`src/rtl/rtc_irq_emu.sv`:
```
module rtc_irq_emu #(
  parameter int CNT_W   = 32,
  parameter int RATE_W  = 14,
  parameter int TIME_W  = 6,
  parameter int TICK_HZ = 100,
  parameter int BASE_LG = 6
) (
  input  logic              clk,
  input  logic              rst_n,
  input  logic              upd_en,
  input  logic              alm_en,
  input  logic              per_en,
  input  logic              rate_wr,
  input  logic [RATE_W-1:0] rate_val,
  input  logic              alarm_wr,
  input  logic [TIME_W-1:0] alarm_hr,
  input  logic [TIME_W-1:0] alarm_min,
  input  logic [TIME_W-1:0] alarm_sec,
  input  logic [TIME_W-1:0] cur_hr,
  input  logic [TIME_W-1:0] cur_min,
  input  logic [TIME_W-1:0] cur_sec,
  input  logic [CNT_W-1:0]  base_tick,
  input  logic [CNT_W-1:0]  cnt_now,
  output logic [CNT_W-1:0]  cmp_val,
  output logic              cmp_armed,
  output logic              irq_pulse,
  output logic [15:0]       irq_flags
);

  localparam int HZ_W = $clog2(TICK_HZ + 1);
  localparam int PW   = CNT_W + HZ_W;
  localparam int LG_W = $clog2(RATE_W + 1);

  logic [CNT_W-1:0]  cmp_q;
  logic              armed_q;
  logic              irq_q;
  logic [2:0]        src_q;
  logic [LG_W-1:0]   rate_lg;
  logic [RATE_W-1:0] pcount;
  logic [TIME_W-1:0] prev_sec;
  logic [TIME_W-1:0] al_hr, al_min, al_sec;
  logic              prev_any;
  logic              per_q;

  logic              any_en, start, per_rise, rate_ok, expire, hit;
  logic              per_fire, upd_fire, alm_fire;
  logic [LG_W-1:0]   new_lg, poll_lg, diff_lg;
  logic [PW-1:0]     prod;
  logic [CNT_W-1:0]  interval;
  logic [RATE_W-1:0] thr;

  assign any_en   = upd_en | alm_en | per_en;
  assign start    = any_en & ~prev_any;
  assign per_rise = per_en & ~per_q;
  assign rate_ok  = rate_wr && $onehot(rate_val) && !rate_val[0];

  always_comb begin
    new_lg = '0;
    for (int i = 0; i < RATE_W; i++)
      if (rate_val[i]) new_lg = LG_W'(i);
  end

  assign poll_lg  = (per_en && rate_lg > LG_W'(BASE_LG)) ? rate_lg : LG_W'(BASE_LG);
  assign diff_lg  = (poll_lg > rate_lg) ? poll_lg - rate_lg : '0;
  assign thr      = RATE_W'(1) << diff_lg;
  assign prod     = PW'(base_tick) * PW'(TICK_HZ);
  assign interval = CNT_W'(prod >> poll_lg);

  assign expire   = armed_q && (cnt_now == cmp_q);
  assign hit      = expire && any_en && !start;
  assign per_fire = hit && per_en && ((pcount + 1'b1) >= thr);
  assign upd_fire = hit && upd_en && (cur_sec != prev_sec);
  assign alm_fire = hit && alm_en && (cur_hr == al_hr) && (cur_min == al_min)
                    && (cur_sec == al_sec);

  always_ff @(posedge clk) begin
    if (!rst_n) begin
      prev_any <= 1'b0;
      per_q    <= 1'b0;
    end else begin
      prev_any <= any_en;
      per_q    <= per_en;
    end
  end

  always_ff @(posedge clk) begin
    if (!rst_n) begin
      cmp_q   <= '0;
      armed_q <= 1'b0;
    end else if (start) begin
      cmp_q   <= cnt_now + interval;
      armed_q <= 1'b1;
    end else if (expire) begin
      if (any_en) cmp_q <= cmp_q + interval;
      else        armed_q <= 1'b0;
    end
  end

  always_ff @(posedge clk) begin
    if (!rst_n)       rate_lg <= LG_W'(BASE_LG);
    else if (rate_ok) rate_lg <= new_lg;
  end

  always_ff @(posedge clk) begin
    if (!rst_n)                 pcount <= '0;
    else if (per_rise || rate_ok) pcount <= '0;
    else if (hit && per_en)     pcount <= per_fire ? '0 : pcount + 1'b1;
  end

  always_ff @(posedge clk) begin
    if (!rst_n)        prev_sec <= '0;
    else if (upd_fire) prev_sec <= cur_sec;
  end

  always_ff @(posedge clk) begin
    if (!rst_n) begin
      al_hr  <= '0;
      al_min <= '0;
      al_sec <= '0;
    end else if (alarm_wr) begin
      al_hr  <= alarm_hr;
      al_min <= alarm_min;
      al_sec <= alarm_sec;
    end
  end

  always_ff @(posedge clk) begin
    if (!rst_n) begin
      irq_q <= 1'b0;
      src_q <= '0;
    end else begin
      irq_q <= per_fire | alm_fire | upd_fire;
      src_q <= {per_fire, alm_fire, upd_fire};
    end
  end

  assign cmp_val   = cmp_q;
  assign cmp_armed = armed_q;
  assign irq_pulse = irq_q;
  assign irq_flags = irq_q ? {8'h01, 1'b1, src_q, 4'h0} : 16'h0000;

  a_r2_rearm: assert property (@(posedge clk) disable iff (!rst_n)
    hit |=> (cmp_armed && cmp_val == $past(cmp_q + interval)));

  a_r3_first_arm: assert property (@(posedge clk) disable iff (!rst_n)
    start |=> (cmp_armed && cmp_val == $past(cnt_now + interval)));

  a_r9_idle_disarm: assert property (@(posedge clk) disable iff (!rst_n)
    (expire && !any_en && !start) |=> (!cmp_armed && !irq_pulse && $stable(cmp_val)));

  a_r7_frame: assert property (@(posedge clk) disable iff (!rst_n)
    irq_pulse |-> (irq_flags[15:7] == 9'h003 && irq_flags[6:4] != 3'b000
                   && irq_flags[3:0] == 4'h0));

  a_r7_quiet: assert property (@(posedge clk) disable iff (!rst_n)
    !irq_pulse |-> (irq_flags == 16'h0000));

  a_r5_bound: assert property (@(posedge clk) disable iff (!rst_n)
    (per_en && per_q) |-> (pcount < thr));

  a_r10_rate_range: assert property (@(posedge clk) disable iff (!rst_n)
    (rate_lg >= LG_W'(1) && rate_lg <= LG_W'(RATE_W - 1)));

endmodule

```
`config.mk`:
```
export PLATFORM = sky130hd
export DESIGN_NAME = rtc_irq_emu
export DESIGN_NICKNAME = d
export VERILOG_FILES = /design/src/rtl/rtc_irq_emu.sv
export SDC_FILE = /design/constraint.sdc
export NUM_CORES = 1
export LEC_CHECK = 0
export BUFFER_PORTS_ARGS = -buffer_cell sky130_fd_sc_hd__buf_2
export CAP_MARGIN = 25
export CORE_AREA = 2 2 149 151
export DETAILED_ROUTE_END_ITERATION = 6
export DIE_AREA = 0 0 151 153
export GPL_ROUTABILITY_DRIVEN = 0
export PLACE_DENSITY_LB_ADDON = 0.2
export SLEW_MARGIN = 30
export SYNTH_ARGS = -nofsm -noshare
export SYNTH_HDL_FRONTEND = slang
export SYNTH_SLANG_ARGS = --single-unit
```
`constraint.sdc`:
```
create_clock -name clk -period 7.2 [get_ports clk]
set_clock_uncertainty 0.05 [all_clocks]
set_input_delay 1.08 -clock clk [delete_from_list [all_inputs] [get_ports clk]]
set_output_delay 1.08 -clock clk [all_outputs]
set_load 0.005 [all_outputs]
```
==> results.md, run 1 <==
- The flow ran to the end, and the final reports show no timing, DRC or antenna violations.
- For this run, the total global-route usage over all layers was measured as 25.8%.
- Data arrives at the worst endpoint at 7.16 ns.
- In the final routed layout, each cell accounts on average for 15.5 um.
- For this configuration, the core starts out at a cell density of 53.0%.
- The area growth from synthesis to layout is 20.1%.
- The number of warnings issued by yosys is 0.
- The setup path with the least slack is of type input port to register.
- The final hold violation count came to 0.
- The number of detailed-route iterations in the first pass is 5.
- The average via count per standard cell is 5.52.
- The post-layout utilization of the core is 63.6%.
- The number of top-level design ports is 171.
- For this design the ratio of total power to cell area is 337 mW/mm^2.
- Clock tree synthesis inserted a total of 9 buffers.
- The number of antenna violations at the first check in global routing was 2.
- The start point of the worst hold path is cmp_val[15].
- The kind of start point of the critical path is an input port.
- The number of setup violations in the final report is 0.
- The path class of the tightest hold or removal check is register to register.
- The number of global-route vias before repair is 10,703.
- The top cell types in the final layout, fill and taps aside, are buf_2, ha_1, inv_1, buf_4, nor2_1.
- The post-route cell area is 0.0137 sq mm.
- The count of nets left with antenna violations after detail routing is 0.
- The number of DRC markers in iteration 0 is 435.
- Of the total power, the share spent switching nets is 45.9%.
- The half-perimeter wire length after placement is 25,600 um.
- The placeable core region is 0.0215 sq mm.
- Counting flops and latches in the post-synthesis netlist gives 81.
- The synthesized area is 0.0114 sq mm.
- The biggest fanout along the worst timing path is 4.
- Max-cap violations in this run came to 0.
- The shortest clock period the worst path allows after layout is 6.99 ns.
- For this run, asynchronously set or reset flops after synthesis account for 0%.
- Summing all placed instances gives a cell area of 0.0132 sq mm.
- The proportion of layout cells with a drive suffix above 1 is 22.4%.
- The number of hold buffers added after cts is 0.
- The most critical setup path has its startpoint at base_tick[5].
- The worst-case vdd ir drop is 153 uV.
- The cell count after synthesis is 1,430.
- The global-route congestion overflow total is 0.
- Yosys mapped a number of flops with a built-in enable equal to 0.
- The switching component of the power is 2110 uW.
- The H-tree was split into 3 levels.
- The via count is 10,852.
- The worst register-to-register path begins at rate_lg[2].
- After layout, the design draws a total of 4600 uW.
- The internal portion of the total power is 2490 uW.
- The largest buffer count on any clock path is 2.
- In this run the core area contains 54 standard-cell rows.
- Clock tree synthesis found a total of 81 sinks.
- The clock latency of the later-clocked register in the worst-skew pair is 0.34 ns.
- The clock root buffer is clkbuf_16.
- The die boundary height is 153 um.
- After detailed routing, the number of remaining DRC violations is 0.
- Per report_power, the combinational group accounts for 77.2% of the total.
- Among all flip-flop cells after synthesis, the most frequent one is dfxtp_1.
- A synthesized cell averages 7.96 sq um.
- Adding up every negative setup slack in the final design gives 0 ns.
- The first global-routing pass estimated 49,100 um of wire.
- At the pin with the least slew margin, the transition time is 0.763 ns.
- The sequential cell area fraction in the yosys report is 14.2%.
- The leakage power of the design is 0.00700 uW.
- The share of the cycle needed by the critical path after routing is 97.1%.
- The portion of total power attributed to sequential cells is 13.3%.
- Derived from the worst setup path, the maximum achievable clock frequency is 0.143 GHz.
- The CTS clock-pin slew for the worst setup and hold paths is 0.06 ns.
- The library cell used most frequently in the layout, excluding fill and tap cells, is buf_2.
- The pin count of the biggest net entering global routing is 48.
- The worst register-to-register path has a setup slack of 1.80 ns.
- The number of max-slew violations in the final report is 0.
- The die extent in x is 151 um.
- The number of nets in the layout is 1,990.
- The remaining max-slew budget at the tightest pin is 49.0%.
- Synthesis instantiated 74 different standard cells from the library.
- The data required time of the worst path is 7.37 ns.
- The count of buffers added on input and output ports is 159.
- The worst setup path is captured at a register.
- The clock network burns 9.5% of the power.
- The TritonCTS clock tree is yes.
- The total routed wirelength is 30,500 um.
- The die covers 0.0231 sq mm.
-- worst max-delay path, stage by stage --
cell and delay (ns):
buf_2 0.11, ha_1 0.29, ha_1 0.28, inv_1 0.05, fa_1 0.50, inv_1 0.04
ha_1 0.33, a21o_1 0.23, nor3_2 0.15, a211oi_2 0.11, or3b_2 0.52, a31oi_2 0.24
o21ai_1 0.11, xor2_1 0.18, buf_4 0.14, mux4_2 0.45, nand2_1 0.10, a22oi_1 0.10
ha_1 0.38, a21oi_1 0.15, nor2b_1 0.06, o21ai_0 0.20, nand2b_1 0.15, o211ai_1 0.31
a31oi_1 0.17, o41ai_2 0.30, mux2i_1 0.31, nand2_1 0.09
-- cell usage after synthesis, types with 3 or more instances --
master	n	share of area, %
buf_1	7	0.23
o31a_1	4	0.31
a211o_1	4	0.31
xor2_1	84	6.5
mux4_2	4	0.79
o211ai_1	17	1.1
o21a_1	8	0.53
nor2b_1	29	1.6
inv_1	150	4.9
o21ai_0	50	2.2
o211a_1	3	0.26
and3_1	19	1.0
dfxtp_1	81	14
mux2i_1	65	5.7
a21o_1	31	2.0
nor2_1	123	4.1
nor4_1	12	0.66
a22oi_1	4	0.26
or3_1	4	0.22
a31oi_1	19	1.0
and2_1	17	0.93
buf_2	3	0.13
nand2b_1	12	0.66
nand4_1	21	1.2
xnor2_1	44	3.4
o21bai_1	8	0.53
o2111ai_1	3	0.23
clkbuf_1	41	1.4
nand2_1	100	3.3
mux2_2	39	3.9
o221ai_1	3	0.23
a21oi_1	87	3.8
a221oi_1	7	0.54
o21ai_1	4	0.18
nand3_1	24	1.1
or4_1	5	0.33
buf_4	13	0.86
o22ai_1	3	0.16
a211oi_1	18	1.2
nor3_1	27	1.2
fa_1	37	6.5
ha_1	154	17
-- registers in the layout, summed over array words and instances (netlist names) --
name and flops:
prev_sec 6, al_min 6, al_sec 6, al_hr 6
cmp_armed 1, per_q 1, cmp_val 32, rate_lg 4
pcount 14, prev_any 1, irq_pulse 1, src_q 3
-- area by class of cell --
class / instances / area [sq um]
diodes: 3 / 7.51
clock buffers: 12 / 256
clock inverters: 4 / 26.3
fillers: 1945 / 7810
inverters: 152 / 571
multi-input cells: 1146 / 9060
flip-flops and latches: 81 / 1620
well taps: 280 / 350
repair buffers: 288 / 1780
-- per-stage QoR --
step	setup WS (ns)	hold WS [ns]	std cells
6_report	0.206	0.443	1966
3_5_place_dp	-0.308	0.436	1940
2_1_floorplan	0.299	0.429	1443
4_1_cts	0.0374	0.444	1956
5_1_grt	-0.0544	0.472	1965
3_3_place_gp	-0.156	0.431	1940
-- layer usage --
layer / global-route usage, % / vias up / routed length (um) / part of all wire (%)
li1: - / 5475 / - / -
met5: 0 / - / 0 / 0
met3: 2.81 / 53 / 1490 / 4.9
met2: 47.7 / 266 / 15200 / 50
met4: 8.46 / 0 / 917 / 3.0
met1: 30.6 / 5058 / 12800 / 42
-- kinds of logic after synthesis --
group | Yosys count | share of synthesized area [%]
AND/OR/NAND/NOR | 403 | 16.9
AO/OA/AOI/OAI | 299 | 17.3
flip-flops | 81 | 14.2
multiplexers | 109 | 10.5
other | 2 | 0.0659
buffers and inverters | 216 | 7.58
adder cells (fa/ha/maj) | 191 | 23.4
XOR/XNOR | 129 | 9.99
-- power groups by stage --
stage / Clock, uW / Combinational (uW) / Sequential (uW)
6_report: 437 / 3550 / 614
5_1_grt: 463 / 3950 / 627
4_1_cts: 446 / 3440 / 614
3_5_place_dp: 0 / 3420 / 623
3_3_place_gp: 0 / 3350 / 621
2_1_floorplan: 0 / 2230 / 607
-- final timing paths --
| kind | end | cells past startpoint |
|---|---|---|
| max | cmp_val[18] | 28 |
| min | cmp_val[15] | 2 |
| max reg2reg | cmp_val[31] | 22 |
| min reg2reg | cmp_val[15] | 2 |
-- repair_timing --
item                                   in CTS  in global routing
endpoints found under the hold margin       0                  0
setup buffers                               0                  6
setup endpoints to repair                   0                 15
gates resized for setup                     0                 26
(Power assumes the default switching activity.)
==> run 2, diff against run 1 <==
--- a/config.mk
+++ b/config.mk
@@ -8,6 +8,7 @@
 export BUFFER_PORTS_ARGS = -buffer_cell sky130_fd_sc_hd__buf_2
 export CAP_MARGIN = 25
 export CORE_AREA = 2 2 149 151
+export CTS_CLUSTER_DIAMETER = 120
 export DETAILED_ROUTE_END_ITERATION = 6
 export DIE_AREA = 0 0 151 153
 export GPL_ROUTABILITY_DRIVEN = 0
@@ -16,3 +17,4 @@
 export SYNTH_ARGS = -nofsm -noshare
 export SYNTH_HDL_FRONTEND = slang
 export SYNTH_SLANG_ARGS = --single-unit
+export TNS_END_PERCENT = 5
==> constraint.sdc (replaced) <==
create_clock -name clk -period 7.2 [get_ports clk]
set_clock_uncertainty 0.05 [all_clocks]
set_input_delay 1.08 -clock clk [delete_from_list [all_inputs] [get_ports clk]]
set_output_delay 1.08 -clock clk [all_outputs]
set_load 0.02 [all_outputs]
==> run 2 against run 1 <==
Sequential share of layout area hardly changed. First-iteration DRC count is 0.23% higher. Largest cell class unchanged. Highest routed layer unchanged. Register-to-register slack hardly changed.
==> results.md, run 2 (same netlist as run 1, synthesis figures left out) <==
- The run finished with clean final reports.
- The actual slew at the worst max-slew pin is 0.770 ns (+0.00723 ns).
- The number of port buffers is 159 (unchanged).
- The total routed wirelength is 30,400 um (about the same).
- The level count of the clock H-tree is 3 (unchanged).
- The area growth from synthesis to layout is 19.9%.
- The final hold violation count is 0 (unchanged).
- The placed cell area is 0.0132 sq mm (unchanged).
- The cell with the largest stage delay on the worst path is or3b_2.
- The shortest clock period the worst path allows after layout is 6.98 ns (-0.0100 ns).
- The CTS clock-pin slew for the worst setup and hold paths is 0.06 ns (about the same).
- The largest buffer count on any clock path is 2 (unchanged).
- The die boundary height came to 153 um (unchanged).
- The detailed-route wire length per cell is 15.5 um (about the same).
- The DRC violations left came to 0 (unchanged).
- The number of rows in the core area was 54 (unchanged).
- The pin count of the biggest net entering global routing is 48 (unchanged).
- The global-route wire length before repair is 49,100 um (unchanged).
- The share of the cycle needed by the critical path after routing was 97.0% (-0.14 points).
- The die extent in x is 151 um (unchanged).
- The number of DRC markers in iteration 0 is 436 (+0.23%).
- The initial core utilization is 53.0% (unchanged).
- The biggest fanout along the worst timing path is 5 (+1).
- In the layout the commonest cells are buf_2, ha_1, inv_1, buf_4, nor2_1.
- The number of nets in the layout is 1,988 (-0.10%).
- The kind of end point of the critical path is a register.
- The leakage power of the design is 0.00699 uW (-0.16%).
- The number of flip-flops under the largest register name is 32 (unchanged).
- The critical path's largest stage delay came to 0.52 ns (about the same).
- The number of hold buffers added after cts is 0 (unchanged).
- The total power consumption of the routed design is 4670 uW (+1.4%).
- The clock latency of the later-clocked register in the worst-skew pair was 0.34 ns (about the same).
- The data arrival time at the worst-slack endpoint was 7.15 ns (about the same).
- The average via count per standard cell is 5.54 (+0.34%).
- The clock root buffer is clkbuf_16.
- The global-route congestion overflow total is 0 (unchanged).
- The number of antenna violations at the first check in global routing is 2 (unchanged).
- The half-perimeter wire length after placement is 25,600 um (unchanged).
- By instance count, the cell type seen most on the critical path is ha_1.
- The number of maximum-capacitance violations is 0 (unchanged).
- The proportion of layout cells with a drive suffix above 1 is 22.2% (-0.15 points).
- By startpoint and endpoint, the worst setup path is classified as input port to register.
- The number of global-route vias before repair is 10,703 (unchanged).
- The data required time of the worst path came to 7.37 ns (about the same).
- The TritonCTS clock tree is yes.
- The via count is 10,883 (+0.29%).
- The number of max-slew violations in the final report is 0 (unchanged).
- The post-route cell area is 0.0137 sq mm (-0.12%).
- The highest achievable clock rate is 0.143 GHz (+0.14%).
- The remaining max-slew budget at the tightest pin came to 48.5% (-0.48 points).
- The clock sink count is 81 (unchanged).
- The number of setup violations in the final report is 0 (unchanged).
- The path class of the tightest hold or removal check is register to register.
- The overall die area was 0.0231 sq mm (unchanged).
- The power density over cell area is 342 mW/mm^2 (+1.5%).
- The worst-case vdd ir drop is 156 uV (+1.7%).
- The library cell used most frequently in the layout, excluding fill and tap cells, is buf_2.
- The placeable core region is 0.0215 sq mm (unchanged).
- Setup repair after global routing could not meet its margin everywhere.
- The number of cells after detailed placement is 1,940 (unchanged).
- The count of nets left with antenna violations after detail routing is 0 (unchanged).
- The count of filler cells inserted in the layout came to 1,943 (-0.10%).
- The number of top-level design ports was 171 (unchanged).
- The total routing resource utilization after global routing came to 25.8% (unchanged).
- The number of clock buffers inserted by TritonCTS came to 9 (unchanged).
- The kind of start point of the critical path is an input port.
- The number of detailed-route iterations in the first pass is 5 (unchanged).
- The non-filler instance count after layout is 1,965 (-0.051%).
[run 2: cell count changes in the layout (fill, tap and decap cells not counted)]
cell	previous run	this run
buf_4	128	126
diode_2	3	4
o21ai_0	43	44
o21ai_2	3	2
[run 2: layout make-up]
type	count	area, sq um	area share [%]
diodes	4	10.0	0.0733
clock buffers	12	256	1.88
clock inverters	4	26.3	0.192
inverters	152	571	4.18
multi-input cells	1146	9050	66.3
flip-flops and latches	81	1620	11.9
well taps	280	350	2.57
repair buffers	286	1770	13.0
[run 2: per-layer routing]
layer | share of wire, % | track usage (%) | vias to the layer above
met2 | 50 | 47.7 | 290
li1 | - | - | 5468
met3 | 5.3 | 2.81 | 52
met1 | 42 | 30.6 | 5073
met5 | 0 | 0 | -
met4 | 2.9 | 8.46 | 0
[run 2: final timing paths]
| kind | startpoint | end | slack [ns] | depth (start not counted) |
|---|---|---|---|---|
| worst max-delay path | base_tick[5] | cmp_val[18] | 0.22 | 28 |
| worst min-delay path | cmp_val[15] | cmp_val[15] | 0.44 | 2 |
| worst min register to register | cmp_val[15] | cmp_val[15] | 0.44 | 2 |
| worst max register to register | rate_lg[1] | cmp_val[31] | 1.80 | 21 |
[run 2: worst max-delay path, delay by kind of cell]
kind                     cells  cell delay, ns
adder cells (fa/ha/maj)      5            1.78
buffers and inverters        4            0.34
AO/OA/AOI/OAI               10            1.93
XOR/XNOR                     1            0.18
AND/OR/NAND/NOR              6            1.05
multiplexers                 2            0.76
[run 2: repair_timing]
| action | in CTS | in global routing |
|---|---|---|
| buffers inserted | 0 | 4 |
| setup endpoints to repair | 0 | 15 |
| resized for setup | 0 | 24 |
[run 2: power breakdown]
part,switching (uW),internal [uW]
clock network,186,253
registers,87.8,526
logic,1920,1700
[run 2: metrics by stage]
stage          worst slack [ns]  hold slack [ns]  utilization, %  TNS (ns)
2_1_floorplan             0.298            0.429               -         0
3_3_place_gp             -0.156            0.431            61.5    -0.196
3_5_place_dp             -0.308            0.436            61.5    -0.959
4_1_cts                  0.0374            0.444            62.9         0
5_1_grt                  -0.114            0.472            63.5    -0.322
6_report                  0.216            0.444            63.6         0
